[config.mk]
export PLATFORM = sky130hd
export DESIGN_NAME = sweep_quantizer
export DESIGN_NICKNAME = d
export VERILOG_FILES = /design/src/rtl/sweep_pkg.sv /design/src/rtl/sweep_ctrl.sv /design/src/rtl/sweep_datapath.sv /design/src/rtl/sweep_quantizer.sv
export SDC_FILE = /design/constraint.sdc
export NUM_CORES = 1
export LEC_CHECK = 0
export BUFFER_PORTS_ARGS = -buffer_cell sky130_fd_sc_hd__clkbuf_2
export CORE_MARGIN = 4
export CORE_UTILIZATION = 45
export CTS_CLUSTER_DIAMETER = 40
export DETAILED_ROUTE_END_ITERATION = 16
export PLACE_DENSITY = 0.64
export SYNTH_ARGS = -nofsm -noshare
export SYNTH_HDL_FRONTEND = slang
export SYNTH_SLANG_ARGS = --single-unit
[constraint.sdc]
create_clock -name clk -period 3.6 [get_ports clk]
set_input_delay 0 -clock clk [delete_from_list [all_inputs] [get_ports clk]]
set_output_delay 0 -clock clk [all_outputs]
set_load 0.01 [all_outputs]
[src/rtl/sweep_pkg.sv]
package sweep_pkg;

  // Strobes from the sequencer to the datapath.
  typedef struct packed {
    logic load;   // capture input and clear results
    logic cmp;    // perform one compare step this cycle
  } sweepStrobes_t;

  // Number of reference levels for an N-bit result: 2^(N-1)+1.
  function automatic int levelsFor(input int outBits);
    return (1 << (outBits - 1)) + 1;
  endfunction

  // Lowest reference level: -(2^(N-1)).
  function automatic int refStartFor(input int outBits);
    return -(1 << (outBits - 1));
  endfunction

endpackage

[src/rtl/sweep_ctrl.sv]
module sweep_ctrl
  import sweep_pkg::*;
#(
  parameter int LEVELS = 33,
  parameter int IDX_W  = 6
) (
  input  logic             clk,
  input  logic             rstN,
  input  logic             start,
  output logic             busy,
  output logic             done,
  output logic [IDX_W-1:0] stepIdx,
  output sweepStrobes_t    strobes
);

  localparam logic [IDX_W-1:0] LAST_IDX = IDX_W'(LEVELS - 1);

  logic accept;
  assign accept = start && !busy;

  always_ff @(posedge clk or negedge rstN) begin
    if (!rstN) begin
      busy    <= 1'b0;
      done    <= 1'b0;
      stepIdx <= '0;
    end else begin
      done <= 1'b0;
      if (accept) begin
        busy    <= 1'b1;
        stepIdx <= '0;
      end else if (busy) begin
        if (stepIdx == LAST_IDX) begin
          busy <= 1'b0;
          done <= 1'b1;
        end else begin
          stepIdx <= stepIdx + 1'b1;
        end
      end
    end
  end

  always_comb begin
    strobes.load = accept;
    strobes.cmp  = busy;
  end

endmodule

[src/rtl/sweep_datapath.sv]
module sweep_datapath
  import sweep_pkg::*;
#(
  parameter int VALUE_W   = 10,
  parameter int LEVELS    = 33,
  parameter int REF_START = -32,
  parameter int REF_STEP  = 2,
  parameter int IDX_W     = 6,
  parameter int COUNT_W   = 6
) (
  input  logic                      clk,
  input  logic                      rstN,
  input  sweepStrobes_t             strobes,
  input  logic [IDX_W-1:0]          stepIdx,
  input  logic signed [VALUE_W-1:0] valueIn,
  output logic [LEVELS-1:0]         thermo,
  output logic [COUNT_W-1:0]        count
);

  logic signed [VALUE_W-1:0] heldValue;
  int                        refLevel;
  logic                      decision;

  always_ff @(posedge clk or negedge rstN) begin
    if (!rstN)             heldValue <= '0;
    else if (strobes.load) heldValue <= valueIn;
  end

  // Reference for the current step, and the >= decision.
  always_comb begin
    refLevel = REF_START + REF_STEP * int'(stepIdx);
    decision = int'(heldValue) >= refLevel;
  end

  // One register per reference level.
  for (genvar g = 0; g < LEVELS; g++) begin : g_level
    always_ff @(posedge clk or negedge rstN) begin
      if (!rstN)
        thermo[g] <= 1'b0;
      else if (strobes.load)
        thermo[g] <= 1'b0;
      else if (strobes.cmp && stepIdx == IDX_W'(g))
        thermo[g] <= decision;
    end
  end

  always_ff @(posedge clk or negedge rstN) begin
    if (!rstN)             count <= '0;
    else if (strobes.load) count <= '0;
    else if (strobes.cmp)  count <= count + COUNT_W'(decision);
  end

endmodule

[src/rtl/sweep_quantizer.sv]
module sweep_quantizer
  import sweep_pkg::*;
#(
  parameter int VALUE_W  = 10,
  parameter int OUT_BITS = 6,
  parameter int REF_STEP = 2
) (
  input  logic                      clk,
  input  logic                      rstN,
  input  logic                      start,
  input  logic signed [VALUE_W-1:0] value,
  output logic                      busy,
  output logic                      done,
  output logic [levelsFor(OUT_BITS)-1:0]          thermo,
  output logic [$clog2(levelsFor(OUT_BITS)+1)-1:0] count
);

  localparam int LEVELS    = levelsFor(OUT_BITS);
  localparam int REF_START = refStartFor(OUT_BITS);
  localparam int IDX_W     = $clog2(LEVELS);
  localparam int COUNT_W   = $clog2(LEVELS + 1);

  sweepStrobes_t    strobes;
  logic [IDX_W-1:0] stepIdx;

  sweep_ctrl #(
    .LEVELS (LEVELS),
    .IDX_W  (IDX_W)
  ) u_ctrl (
    .clk     (clk),
    .rstN    (rstN),
    .start   (start),
    .busy    (busy),
    .done    (done),
    .stepIdx (stepIdx),
    .strobes (strobes)
  );

  sweep_datapath #(
    .VALUE_W   (VALUE_W),
    .LEVELS    (LEVELS),
    .REF_START (REF_START),
    .REF_STEP  (REF_STEP),
    .IDX_W     (IDX_W),
    .COUNT_W   (COUNT_W)
  ) u_dp (
    .clk     (clk),
    .rstN    (rstN),
    .strobes (strobes),
    .stepIdx (stepIdx),
    .valueIn (value),
    .thermo  (thermo),
    .count   (count)
  );

endmodule

==> reports/summary.txt <==
PostCTS Resize Cnt: 0
Synth area leader: dfrtp_1
Total wire length: 6.815 mm
Max cap viols: 0
CTS sink count: 57
Relative slew slack: 50.37%
Vias: 2317
VDD IR-drop max: 0.4972 mV
Antenna cells: 0
CP max stage cell: a2111oi_4
Initial DRC count: 93
Placer Congestion: 0.9369
Crit-path max FO: 4
Simple-gate share of the synthesized area: 13.59%
Synth Area in Compound Gates: 22.49%
Post-detail-place hpwl: 4.752 mm
Worst path cell trace: inv_1, ha_1, inv_1, ha_1, a211oi_2, nor2_1, a2111oi_4, mux2i_1, inv_1, ha_1, ha_1, nand3_1, xnor2_1, a22o_1
Top cell by count, worst path: ha_1
Final setup fails: 0
Initial antenna violation count: 0
Synth area leaders: dfrtp_1 49%, a211oi_2 9.0%, ha_1 7.7%, a21oi_1 4.6%, nand2_1 4.6%
Largest net degree at the start of global routing: 30
Die Ht: 88.40 um
Global-route wire length before repair: 11.40 mm
Largest delay contributor family on the critical path: adder cells
Nets@finish: 371
Drt via density: 5.491
#FFs+latches synth: 57
Final Max Tran Viols: 0
Multiplexer area fraction after synthesis: 1.505%
Overall routing resource usage: 19.28%
IO Port Bufs: 53
Worst Path Buf+Inv: 3
Syn_nets: 306
Total gr overflow: 0
Die Width: 88.40 um
First drt pass iteration count: 4
Reg clk slew, reported paths: 70 ps
CP Capture Type: flip-flop
Yosys warning count: 0
Final WS setup: 464.0 ps
CTS tree: yes
# DRC: 0
Final TNS setup: 0 ps
Row Count: 29
PwrDens: 1068 nW/um2
Final Hold Fails: 0
Core area: 6314 um2
Status: finished clean
Main combinational cell family by area after synthesis: compound AO/OA/AOI/OAI gates
Die footprint: 7815 um2
CTS max path bufs: 2
Number of global-route vias before repair: 2234
Slew @ Worst Pin: 744.5 ps
Starting density of the core: 46.08%
Worst hold path type: primary input to flip-flop
Leak: 1.732 nW
Distinct cells, synth: 34
Crit-path max cell delay: 460 ps
XOR/XNOR Fraction of Synth Area: 1.505%
Data arrival, critical path: 3360 ps
Top Ports: 54
RSZ-0062 raised after global routing: no
Clk_lat worst skew: 330 ps
Critical path data required time: 3820 ps
Pre-CTS setup slack: 481.3 ps
Final Critical Period: 3136 ps
Cells after Synth: 275
Root buffer cell: clkbuf_8
H-tree lvl count: 3
Post-DRT Antenna Nets: 0
Most common cell after layout, fill and taps aside: dfrtp_1
Mapped cell area: 2909 um2
Drt wl/cell: 16.15 um
Max Clock Skew: 5.677 ps
Mean post-synth cell area: 10.58 um2
Share of the synthesized area in the top cell type: 49.03%
Peak Freq: 318.9 MHz
Most frequent cells in the layout: 57 x dfrtp_1, 53 x clkbuf_2, 36 x nand2_1
Crit path launch type: flip-flop
Tcrit/Tclk final: 87.11%
Num CTS Buffers: 9
Seq/Total Area, Yosys: 49.03%
Share of post-route cells with drive strength above 1: 29.57%
Synth Area in Adders: 7.742%
Area Overhead vs Synth: 25.33%
Kind of critical path: flip-flop to flip-flop
[layer usage]
layer | routed length (um) | vias to the layer above | track usage [%] | part of all wire (%)
met4 | 128 | 0 | 8.379 | 1.9
met5 | 0 | - | 0 | 0
met1 | 3134 | 1122 | 26.54 | 46
met3 | 311 | 11 | 4.097 | 4.6
met2 | 3240 | 55 | 29.44 | 48
li1 | - | 1129 | - | -
[registers in the layout, summed over array words and instances, names as in the netlist]
name / count
u_dp.thermo: 33
u_ctrl.stepIdx: 6
u_ctrl.done: 1
u_ctrl.busy: 1
u_dp.heldValue: 10
u_dp.count: 6
[cells in the mapped netlist]
| cell type | n |
|---|---|
| nor2b_1 | 2 |
| nand4b_1 | 1 |
| and4_1 | 1 |
| nor3_1 | 2 |
| a2111oi_4 | 1 |
| and2_1 | 4 |
| a211oi_2 | 21 |
| mux2i_2 | 1 |
| dfrtp_1 | 57 |
| xnor2_1 | 5 |
| a211oi_1 | 3 |
| o21ai_1 | 1 |
| buf_1 | 3 |
| o21ai_0 | 8 |
| o211ai_1 | 1 |
| mux2i_1 | 3 |
| a31oi_1 | 8 |
| nor2_1 | 9 |
| nand2_1 | 36 |
| a21oi_1 | 27 |
| nand3_1 | 6 |
| buf_6 | 1 |
| buf_4 | 2 |
| ha_1 | 18 |
| clkbuf_1 | 13 |
| nand4_1 | 3 |
| o31ai_1 | 1 |
| a311oi_1 | 9 |
| inv_1 | 9 |
| or4b_1 | 1 |
| a22o_1 | 2 |
| and3_1 | 10 |
| nor3b_1 | 2 |
| nand2b_1 | 4 |
[timing repair]
item,in CTS,in global routing
endpoints found under the hold margin,38,0
hold buffers,11,0
setup buffers,0,0
[through the flow]
stage	power (mW)	instances	hold WS (ps)	util, %	instance area (um2)
5_1_grt	4.213	422	68.49	57.75	3646
4_1_cts	3.933	422	7.129	57.75	3646
6_report	3.893	422	11.50	57.75	3646
3_5_place_dp	3.087	395	96.06	51.63	3259
2_1_floorplan	2.476	275	-295.6	-	2909
3_3_place_gp	3.035	395	102.2	51.63	3259
[worst register-to-register path: stages (launching register included)]
cell and delay (ps):
dfrtp_1 410, inv_1 120, ha_1 180, inv_1 70, ha_1 320, a211oi_2 190, nor2_1 100, a2111oi_4 460
mux2i_1 360, inv_1 80, ha_1 200, ha_1 210, nand3_1 100, xnor2_1 70, a22o_1 170
[cell families after synthesis]
| family | count (synthesis) |
|---|---|
| AOI/OAI and AO/OA | 82 |
| and+or+nand+nor | 81 |
| DFF | 57 |
| buffers and inverters | 28 |
| adders and majority gates | 18 |
| xor gates and xnor gates | 5 |
| muxes | 4 |
[final timing paths]
kind	startpoint	end	slack (ps)	cells after the start
max in group asynchronous	rstN	u_dp.thermo[22]	2480	3
min in group asynchronous	rstN	u_dp.thermo[31]	260	2
worst max-delay path	u_ctrl.stepIdx[4]	u_dp.count[4]	460	14
worst min register to register	u_dp.heldValue[0]	u_dp.heldValue[0]	480	2
worst max register to register	u_ctrl.stepIdx[4]	u_dp.count[4]	460	14
worst min-delay path	start	u_dp.count[1]	10	3
[power by group]
group / switching (mW) / internal, mW
combinational: 1.11 / 0.798
sequential: 0.221 / 0.943
clock: 0.256 / 0.567
total: 1.59 / 2.31
[final cells by class]
cell class,count,area (um2)
clock buffers,11,151.4
flip-flops and latches,57,1426
clock inverters,5,125.1
repair buffers,73,442.9
inverters,9,33.78
well taps,77,96.34
multi-input cells,190,1370
fillers,557,2668
(Power assumes the default switching activity.)
